## src/rtl/phase_edge_pkg.sv

```systemverilog
package phase_edge_pkg;
  typedef enum logic [2:0] {
    ST_IDLE, ST_ISSUE, ST_WAIT, ST_FIN_ISSUE, ST_FIN_WAIT
  } seq_st_e;

  typedef enum logic [2:0] {
    SG_HUNT, SG_FWD, SG_BACK, SG_RETREAT, SG_REHUNT
  } stage_e;

  typedef enum logic [1:0] {
    PR_IDLE, PR_SETTLE, PR_SAMPLE
  } probe_st_e;
endpackage

```

## src/rtl/phase_probe.sv

```systemverilog
module phase_probe
  import phase_edge_pkg::*;
#(
  parameter int PHASE_W     = 6,
  parameter int SETTLE_CYC  = 5,
  parameter int RESET_PHASE = 0
) (
  input  logic               clk_i,
  input  logic               rst_ni,
  input  logic               req_i,
  input  logic [PHASE_W-1:0] target_i,
  input  logic               cmp_i,
  output logic [PHASE_W-1:0] phase_o,
  output logic               load_o,
  output logic               ack_o,
  output logic               sample_o
);
  localparam int CW = $clog2(SETTLE_CYC + 1);

  probe_st_e          st_q;
  logic [CW-1:0]      cnt_q;
  logic [PHASE_W-1:0] phase_q;
  logic               load_q, ack_q, smp_q;

  always_ff @(posedge clk_i or negedge rst_ni) begin
    if (!rst_ni) begin
      st_q    <= PR_IDLE;
      cnt_q   <= '0;
      phase_q <= PHASE_W'(RESET_PHASE);
      load_q  <= 1'b0;
      ack_q   <= 1'b0;
      smp_q   <= 1'b0;
    end else begin
      ack_q <= 1'b0;
      case (st_q)
        PR_IDLE: if (req_i) begin
          phase_q <= target_i;
          cnt_q   <= CW'(SETTLE_CYC - 1);
          st_q    <= PR_SETTLE;
        end
        PR_SETTLE: begin
          if (cnt_q == '0) begin
            load_q <= ~load_q;
            st_q   <= PR_SAMPLE;
          end else begin
            cnt_q <= cnt_q - 1'b1;
          end
        end
        PR_SAMPLE: begin
          smp_q <= cmp_i;
          ack_q <= 1'b1;
          st_q  <= PR_IDLE;
        end
        default: st_q <= PR_IDLE;
      endcase
    end
  end

  assign phase_o  = phase_q;
  assign load_o   = load_q;
  assign ack_o    = ack_q;
  assign sample_o = smp_q;
endmodule

```

## src/rtl/phase_budget.sv

```systemverilog
module phase_budget #(
  parameter int CNT_W        = 16,
  parameter int MAX_ADJ      = 65535,
  parameter int MAX_ATTEMPTS = 10
) (
  input  logic             clk_i,
  input  logic             rst_ni,
  input  logic             clr_i,
  input  logic             adj_inc_i,
  input  logic             att_inc_i,
  output logic [CNT_W-1:0] adj_o,
  output logic             adj_hit_o,
  output logic             att_hit_o
);
  localparam int AW = $clog2(MAX_ATTEMPTS + 1);

  logic [CNT_W-1:0] adj_q;
  logic [AW-1:0]    att_q;

  always_ff @(posedge clk_i or negedge rst_ni) begin
    if (!rst_ni) begin
      adj_q <= '0;
      att_q <= '0;
    end else if (clr_i) begin
      adj_q <= '0;
      att_q <= '0;
    end else begin
      if (adj_inc_i) adj_q <= adj_q + 1'b1;
      if (att_inc_i) att_q <= att_q + 1'b1;
    end
  end

  // asserted when the increment in progress reaches the limit
  assign adj_hit_o = adj_q >= CNT_W'(MAX_ADJ - 1);
  assign att_hit_o = att_q >= AW'(MAX_ATTEMPTS - 1);
  assign adj_o     = adj_q;
endmodule

```

## src/rtl/phase_seq.sv

```systemverilog
module phase_seq
  import phase_edge_pkg::*;
#(
  parameter int PHASE_W       = 6,
  parameter int FWD_STEPS     = 5,
  parameter int BACK_STEPS    = 3,
  parameter int RETREAT_STEPS = 5
) (
  input  logic               clk_i,
  input  logic               rst_ni,
  input  logic               start_i,
  input  logic [PHASE_W-1:0] cur_phase_i,
  input  logic               cmp_i,
  input  logic               ack_i,
  input  logic               sample_i,
  input  logic               adj_hit_i,
  input  logic               att_hit_i,
  output logic               req_o,
  output logic [PHASE_W-1:0] target_o,
  output logic               clr_o,
  output logic               adj_inc_o,
  output logic               att_inc_o,
  output logic               busy_o,
  output logic               done_o,
  output logic               fail_o
);
  localparam int MAXS_A = (FWD_STEPS > BACK_STEPS) ? FWD_STEPS : BACK_STEPS;
  localparam int MAXS   = (MAXS_A > RETREAT_STEPS) ? MAXS_A : RETREAT_STEPS;
  localparam int SW     = $clog2(MAXS + 1);

  seq_st_e            st_q, st_d;
  stage_e             stage_q, stage_d;
  logic [PHASE_W-1:0] p_q, p_d, w_q, w_d, step_tgt;
  logic               prev_q, prev_d, done_q, done_d, fail_q, fail_d, restart;
  logic [SW-1:0]      steps_q, steps_d, cnt_n;

  always_comb begin
    case (stage_q)
      SG_FWD:              step_tgt = p_q + 1'b1;
      SG_BACK, SG_RETREAT: step_tgt = p_q - 1'b1;
      default:             step_tgt = p_q;
    endcase
  end

  assign target_o = (st_q == ST_FIN_ISSUE) ? p_q : step_tgt;
  assign req_o    = (st_q == ST_ISSUE) || (st_q == ST_FIN_ISSUE);
  assign cnt_n    = steps_q + 1'b1;

  always_comb begin
    st_d      = st_q;
    stage_d   = stage_q;
    p_d       = p_q;
    w_d       = w_q;
    prev_d    = prev_q;
    steps_d   = steps_q;
    done_d    = done_q;
    fail_d    = fail_q;
    clr_o     = 1'b0;
    adj_inc_o = 1'b0;
    att_inc_o = 1'b0;
    restart   = 1'b0;
    case (st_q)
      ST_IDLE: if (start_i) begin
        p_d     = cur_phase_i;
        prev_d  = cmp_i;
        stage_d = SG_HUNT;
        steps_d = '0;
        done_d  = 1'b0;
        fail_d  = 1'b0;
        clr_o   = 1'b1;
        st_d    = ST_ISSUE;
      end
      ST_ISSUE: begin
        p_d  = step_tgt;
        w_d  = step_tgt;
        st_d = ST_WAIT;
      end
      ST_WAIT: if (ack_i) begin
        adj_inc_o = 1'b1;
        if (adj_hit_i) begin
          fail_d = 1'b1;
          st_d   = ST_IDLE;
        end else begin
          st_d = ST_ISSUE;
          case (stage_q)
            SG_HUNT, SG_REHUNT: begin
              p_d    = sample_i ? w_q + 1'b1 : w_q - 1'b1;
              prev_d = sample_i;
              if (prev_q && !sample_i) begin
                steps_d = '0;
                if (stage_q == SG_REHUNT) st_d = ST_FIN_ISSUE;
                else stage_d = SG_FWD;
              end
            end
            SG_FWD: begin
              if (sample_i) restart = 1'b1;
              else if (cnt_n == SW'(FWD_STEPS)) begin
                stage_d = SG_BACK;
                steps_d = '0;
              end else steps_d = cnt_n;
            end
            SG_BACK: begin
              if (cnt_n == SW'(BACK_STEPS)) begin
                stage_d = SG_RETREAT;
                steps_d = '0;
              end else if (sample_i) restart = 1'b1;
              else steps_d = cnt_n;
            end
            SG_RETREAT: begin
              if (cnt_n == SW'(RETREAT_STEPS)) begin
                if (sample_i) begin
                  stage_d = SG_REHUNT;
                  prev_d  = 1'b1;
                  steps_d = '0;
                end else restart = 1'b1;
              end else steps_d = cnt_n;
            end
            default: restart = 1'b1;
          endcase
        end
      end
      ST_FIN_ISSUE: st_d = ST_FIN_WAIT;
      ST_FIN_WAIT: if (ack_i) begin
        done_d = 1'b1;
        st_d   = ST_IDLE;
      end
      default: st_d = ST_IDLE;
    endcase
    if (restart) begin
      if (att_hit_i) begin
        fail_d = 1'b1;
        st_d   = ST_IDLE;
      end else begin
        att_inc_o = 1'b1;
        stage_d   = SG_HUNT;
        steps_d   = '0;
        prev_d    = sample_i;
        p_d       = w_q;
      end
    end
  end

  always_ff @(posedge clk_i or negedge rst_ni) begin
    if (!rst_ni) begin
      st_q    <= ST_IDLE;
      stage_q <= SG_HUNT;
      p_q     <= '0;
      w_q     <= '0;
      prev_q  <= 1'b0;
      steps_q <= '0;
      done_q  <= 1'b0;
      fail_q  <= 1'b0;
    end else begin
      st_q    <= st_d;
      stage_q <= stage_d;
      p_q     <= p_d;
      w_q     <= w_d;
      prev_q  <= prev_d;
      steps_q <= steps_d;
      done_q  <= done_d;
      fail_q  <= fail_d;
    end
  end

  assign busy_o = st_q != ST_IDLE;
  assign done_o = done_q;
  assign fail_o = fail_q;
endmodule

```

## src/rtl/phase_edge_align.sv

```systemverilog
module phase_edge_align #(
  parameter int PHASE_W       = 6,
  parameter int CNT_W         = 16,
  parameter int SETTLE_CYC    = 5,
  parameter int MAX_ATTEMPTS  = 10,
  parameter int MAX_ADJ       = 65535,
  parameter int FWD_STEPS     = 5,
  parameter int BACK_STEPS    = 3,
  parameter int RETREAT_STEPS = 5,
  parameter int RESET_PHASE   = 0
) (
  input  logic               clk_i,
  input  logic               rst_ni,
  input  logic               start_i,
  input  logic               cmp_i,
  output logic [PHASE_W-1:0] phase_o,
  output logic               load_o,
  output logic               busy_o,
  output logic               done_o,
  output logic               fail_o,
  output logic [CNT_W-1:0]   adj_count_o
);
  logic               req, ack, smp, clr, adj_inc, att_inc, adj_hit, att_hit;
  logic [PHASE_W-1:0] target;

  phase_seq #(
    .PHASE_W(PHASE_W), .FWD_STEPS(FWD_STEPS),
    .BACK_STEPS(BACK_STEPS), .RETREAT_STEPS(RETREAT_STEPS)
  ) u_seq (
    .clk_i(clk_i), .rst_ni(rst_ni), .start_i(start_i),
    .cur_phase_i(phase_o), .cmp_i(cmp_i), .ack_i(ack), .sample_i(smp),
    .adj_hit_i(adj_hit), .att_hit_i(att_hit), .req_o(req), .target_o(target),
    .clr_o(clr), .adj_inc_o(adj_inc), .att_inc_o(att_inc),
    .busy_o(busy_o), .done_o(done_o), .fail_o(fail_o)
  );

  phase_probe #(
    .PHASE_W(PHASE_W), .SETTLE_CYC(SETTLE_CYC), .RESET_PHASE(RESET_PHASE)
  ) u_probe (
    .clk_i(clk_i), .rst_ni(rst_ni), .req_i(req), .target_i(target),
    .cmp_i(cmp_i), .phase_o(phase_o), .load_o(load_o),
    .ack_o(ack), .sample_o(smp)
  );

  phase_budget #(
    .CNT_W(CNT_W), .MAX_ADJ(MAX_ADJ), .MAX_ATTEMPTS(MAX_ATTEMPTS)
  ) u_budget (
    .clk_i(clk_i), .rst_ni(rst_ni), .clr_i(clr), .adj_inc_i(adj_inc),
    .att_inc_i(att_inc), .adj_o(adj_count_o), .adj_hit_o(adj_hit),
    .att_hit_o(att_hit)
  );
endmodule

```

## config.mk

```make
export PLATFORM = sky130hd
export DESIGN_NAME = phase_edge_align
export DESIGN_NICKNAME = d
export VERILOG_FILES = /design/src/rtl/phase_edge_pkg.sv /design/src/rtl/phase_probe.sv /design/src/rtl/phase_budget.sv /design/src/rtl/phase_seq.sv /design/src/rtl/phase_edge_align.sv
export SDC_FILE = /design/constraint.sdc
export NUM_CORES = 1
export LEC_CHECK = 0
export BUFFER_PORTS_ARGS = -buffer_cell sky130_fd_sc_hd__buf_2
export CAP_MARGIN = 20
export CORE_AREA = 2 2 117 119
export DETAILED_ROUTE_END_ITERATION = 8
export DIE_AREA = 0 0 119 121
export SYNTH_ARGS = -nofsm -noshare
export SYNTH_HDL_FRONTEND = slang
export SYNTH_HIERARCHICAL = 1
export SYNTH_SLANG_ARGS = --single-unit
```

## constraint.sdc

```tcl
create_clock -name clk_i -period 2.7 [get_ports clk_i]
set_input_delay 0.54 -clock clk_i [delete_from_list [all_inputs] [get_ports clk_i]]
set_output_delay 0.54 -clock clk_i [all_outputs]
set_load 0.02 [all_outputs]
```

==> run_results.csv <==
group,metric,value,unit
setup_path,crit_path_category,"flop to flop",
setup_path,start_kind,"flop",
logic_synthesis,yosysUniqueCellTypes,67,
timing,setup_repair_after_global_routing_missed_its_margin,"false",
drt,first_pass_iters,4,
logic_synthesis,syn_avg_cell_area,9.20,µm²
timing,holdWs,0.259,ns
logic_synthesis,ys_ff_latch,58,
power,switching_share,0.389,
drt,routedWlPerCell,14.5,µm
cts,ctsHoldBuffers,0,
die,initial_core_utilization,0.295,
power,p_leak,2.09,nW
power,maximum_vdd_drop,523,µV
logic_synthesis,netlist_top_cells_area,"sky130_fd_sc_hd__dfrtp_1 38%, sky130_fd_sc_hd__ha_1 6.2%, sky130_fd_sc_hd__nor2_1 4.8%",
power,seq_power_share,0.325,
power,p_switching,1.62,mW
grt,grt_antenna_before_repair,0,
logic_synthesis,syn_area,3860,µm²
die,floorplan.core_area,13100,µm²
die,die_height,121,µm
cts,clkTransAtPathRegs,0.05,ns
power,power.density_cell_area,911,nW/µm²
drt,avgViaCountPerCell,4.98,
timing,final-max-slew-violation-count,0,
timing,max_freq,402,MHz
cts,clock_tree.htree_level_count,3,
setup_path,max_stage_delay,0.47,ns
power,share_clk_of_total_power,0.267,
timing,tightestPinTransition,0.703,ns
placed_design,globalplace.congestion,0.858,
placed_design,detailed_place_hpwl,7.00,mm
setup_path,crit_fanout,8,
cts,clockRootBuffer,"sky130_fd_sc_hd__clkbuf_16",
logic_synthesis,ys_async_sr_fraction,1.00,
setup_path,critPathCaptureType,"flop",
timing,timing.final.hold_violations,0,
placed_design,place.port_buffers,29,
timing,final.setup_skew,0.00602,ns
power,internal_power,2.55,mW
layout,fill_cells,1355,
grt,gr-total-overflow,0,
logic_synthesis,synth_top_area_frac,0.376,
cts,clock_insertion_delay_worst_skew,0.33,ns
power,share_of_total_power_in_combinational_logic,0.408,
die,die_width,119,µm
timing,timing.final.crit_period,2.49,ns
setup_path,critPathArrivalTime,2.69,ns
timing,finalSetupTns,0,ns
logic_synthesis,synth_seq_area_share,0.376,
logic_synthesis,most_instantiated_flip_flop_cell_in_the_synthesis_netlist,"sky130_fd_sc_hd__dfrtp_1",
logic_synthesis,ys.warnings.count,6,
logic_synthesis,synthDominantAreaCellType,"sky130_fd_sc_hd__dfrtp_1",
grt,groute.usage.overall,0.136,
layout,final_layout_size_suffix_gt1_frac,0.202,
cts,cts.repair_timing.setup_buffer_count,0,
drt,number_of_drc_violations_after_detailed_routing,0,
drt,dr_total_vias,3192,
grt,grt_first_pass_wirelength,15.6,mm
worst_hold_path,worst_hold_check_path_type,"input pin to asynchronous set/reset pin",
logic_synthesis,postSynthNetCount,445,
drt,drt_iter0_drc,248,
timing,layout_worst_path_cycle_share,0.921,
logic_synthesis,synth_edf_count,0,
power,final_total_power,4.18,mW
drt,route.antenna.remaining_nets,0,
grt,number_of_global_route_vias_before_repair,3203,
die,die_area,14400,µm²
setup_path,setup.reg_to_reg.worst_slack,0.21,ns
layout,area_growth_syn_to_layout,18.6,%
timing,timing.final.setup_violations,0,
status,status,"completed",
grt,grt_start_max_net_pins,31,
die,top_level_ports,30,
setup_path,cp_cell_sequence,"inv_1 -> ha_1 -> nor2_1 -> nor3b_1 -> buf_4 -> or3_1 -> nor2_8 -> nand2_4 -> inv_1 -> nand4_1 -> xor2_1 -> nor2_1",
layout,layout.nets,486,
setup_path,worst_path_max_delay_cell,"sky130_fd_sc_hd__or3_1",
cts,cts_buffer_depth,2,
cts,cts_buf_count,9,
logic_synthesis,post_synthesis_cells,420,
cts,cts_num_sinks,58,
layout,num_antenna_cells,0,
setup_path,timing.critical_path.required,2.91,ns
die,core.rowCount,42,
cts,cts_tree,"built",
timing,slew-limit-headroom,0.531,
flow_run,drv.max_cap_violation_count,0,
drt,drt-total-wl,9.30,mm
## cell usage in the layout, fill, tap and decap left out, types with 5 or more instances in the layout
master and n:
sky130_fd_sc_hd__a21o_1 5, sky130_fd_sc_hd__a21oi_1 32, sky130_fd_sc_hd__and3_1 6, sky130_fd_sc_hd__buf_2 29, sky130_fd_sc_hd__buf_4 15, sky130_fd_sc_hd__clkbuf_16 9, sky130_fd_sc_hd__dfrtp_1 58, sky130_fd_sc_hd__ha_1 19
sky130_fd_sc_hd__inv_1 21, sky130_fd_sc_hd__mux2_2 12, sky130_fd_sc_hd__mux2i_1 5, sky130_fd_sc_hd__nand2_1 40, sky130_fd_sc_hd__nand2b_1 9, sky130_fd_sc_hd__nand3_1 9, sky130_fd_sc_hd__nor2_1 49, sky130_fd_sc_hd__nor2b_1 7
sky130_fd_sc_hd__nor3_1 5, sky130_fd_sc_hd__o21ai_0 16, sky130_fd_sc_hd__xnor2_1 19, sky130_fd_sc_hd__xor2_1 12
## layout make-up
type                            instances  area (µm²)  area share
Clock buffer                           10         239      0.0522
Clock inverter                          5        55.1      0.0120
Inverter                               22        82.6      0.0180
Multi-Input combinational cell        325        2260       0.492
Sequential cell                        58        1450       0.317
Tap cell                              176         220      0.0481
Timing Repair Buffer                   45         278      0.0606
## Yosys cell counts (2+ instances only)
| library cell | number |
|---|---|
| sky130_fd_sc_hd__dfrtp_1 | 58 |
| sky130_fd_sc_hd__nor2_1 | 49 |
| sky130_fd_sc_hd__nand2_1 | 40 |
| sky130_fd_sc_hd__a21oi_1 | 32 |
| sky130_fd_sc_hd__inv_1 | 22 |
| sky130_fd_sc_hd__ha_1 | 19 |
| sky130_fd_sc_hd__xnor2_1 | 19 |
| sky130_fd_sc_hd__o21ai_0 | 16 |
| sky130_fd_sc_hd__mux2_2 | 12 |
| sky130_fd_sc_hd__xor2_1 | 12 |
| sky130_fd_sc_hd__nand2b_1 | 9 |
| sky130_fd_sc_hd__nand3_1 | 9 |
| sky130_fd_sc_hd__clkbuf_1 | 7 |
| sky130_fd_sc_hd__nor2b_1 | 7 |
| sky130_fd_sc_hd__and3_1 | 6 |
| sky130_fd_sc_hd__a21o_1 | 5 |
| sky130_fd_sc_hd__buf_2 | 5 |
| sky130_fd_sc_hd__mux2i_1 | 5 |
| sky130_fd_sc_hd__nor3_1 | 5 |
| sky130_fd_sc_hd__a211oi_1 | 3 |
| sky130_fd_sc_hd__a21boi_0 | 3 |
| sky130_fd_sc_hd__a221oi_1 | 3 |
| sky130_fd_sc_hd__a31oi_1 | 3 |
| sky130_fd_sc_hd__and2_1 | 3 |
| sky130_fd_sc_hd__nand4_1 | 3 |
| sky130_fd_sc_hd__nor3_2 | 3 |
| sky130_fd_sc_hd__nor4_2 | 3 |
| sky130_fd_sc_hd__o21a_1 | 3 |
| sky130_fd_sc_hd__o22ai_1 | 3 |
| sky130_fd_sc_hd__or3_1 | 3 |
| sky130_fd_sc_hd__a31o_1 | 2 |
| sky130_fd_sc_hd__buf_6 | 2 |
| sky130_fd_sc_hd__fa_1 | 2 |
| sky130_fd_sc_hd__nand3b_1 | 2 |
| sky130_fd_sc_hd__nor3b_1 | 2 |
| sky130_fd_sc_hd__nor4_1 | 2 |
| sky130_fd_sc_hd__o2111ai_1 | 2 |
| sky130_fd_sc_hd__o211ai_1 | 2 |
| sky130_fd_sc_hd__o211ai_2 | 2 |
| sky130_fd_sc_hd__o21ai_1 | 2 |
| sky130_fd_sc_hd__o22a_1 | 2 |
| sky130_fd_sc_hd__o31ai_1 | 2 |
| sky130_fd_sc_hd__or2_2 | 2 |
## cell families (layout without fill, tap and decap cells)
| group | count (synthesis) | in the layout | synth area share |
|---|---|---|---|
| simple gates | 158 | 158 | 0.218 |
| mux | 18 | 18 | 0.0518 |
| xor+xnor | 31 | 31 | 0.0703 |
| compound gates | 97 | 97 | 0.171 |
| flops | 58 | 58 | 0.376 |
| fa+ha+maj | 21 | 21 | 0.0719 |
| buf+inv | 37 | 82 | 0.0418 |
## through the flow
step	std cells	setup WS [ns]	cell area, µm²	util
finish	641	0.214	4580	0.350
global route	641	0.0350	4580	0.350
CTS	641	0.0943	4580	0.350
detailed placement	626	0.102	4280	0.327
global placement	626	0.171	4280	0.327
floorplan	420	0.0767	3860	-
## state kept, by name, indices dropped and copies added (netlist names), 2 cells and up
signal	cells
u_budget/att_q	4
u_seq/p_q	6
u_seq/w_q	6
u_seq/st_q	3
u_seq/steps_q	3
u_probe/cnt_q	3
u_probe/phase_o	6
u_probe/st_q	2
u_seq/stage_q	3
u_budget/adj_o	16
## per-layer routing
metal,track usage,vias to the layer above,part of all wire
met1,0.174,1526,0.46
met5,0,-,0
met4,0.0714,0,0.022
li1,-,1566,-
met3,0.0287,14,0.045
met2,0.214,86,0.47
## worst max-delay path, delay by kind of cell, from the launching register on
family | cells | cell delay (ns)
fa+ha+maj | 1 | 0.20
buf+inv | 3 | 0.47
xor+xnor | 1 | 0.18
flops | 1 | 0.46
simple gates | 7 | 1.05
## power by group through the flow
stage | clock, mW | sequential [mW] | combinational [mW]
after floorplan | 0 | 1.32 | 1.25
after global routing | 1.19 | 1.39 | 1.91
final | 1.11 | 1.36 | 1.71
after global placement | 0 | 1.36 | 1.66
after detailed placement | 0 | 1.37 | 1.70
after CTS | 1.15 | 1.35 | 1.72
## final timing paths
path,startpoint,to,cells past startpoint
worst max-delay path,u_budget/adj_o[0],u_budget/att_q[3],12
worst min-delay path,rst_ni,u_seq/p_q[0],1
worst max register to register,u_budget/adj_o[0],u_budget/att_q[3],12
worst min register to register,u_probe/load_o,u_probe/load_o,1
max in group asynchronous,rst_ni,u_budget/adj_o[0],2
min in group clk_i,u_probe/load_o,u_probe/load_o,1
## timing repair
action | 4_1_cts | 5_1_grt
endpoints found under the hold margin | 0 | 0
gates resized for setup | 0 | 2
endpoints found under the setup margin | 0 | 2
(Power assumes the default switching activity.)
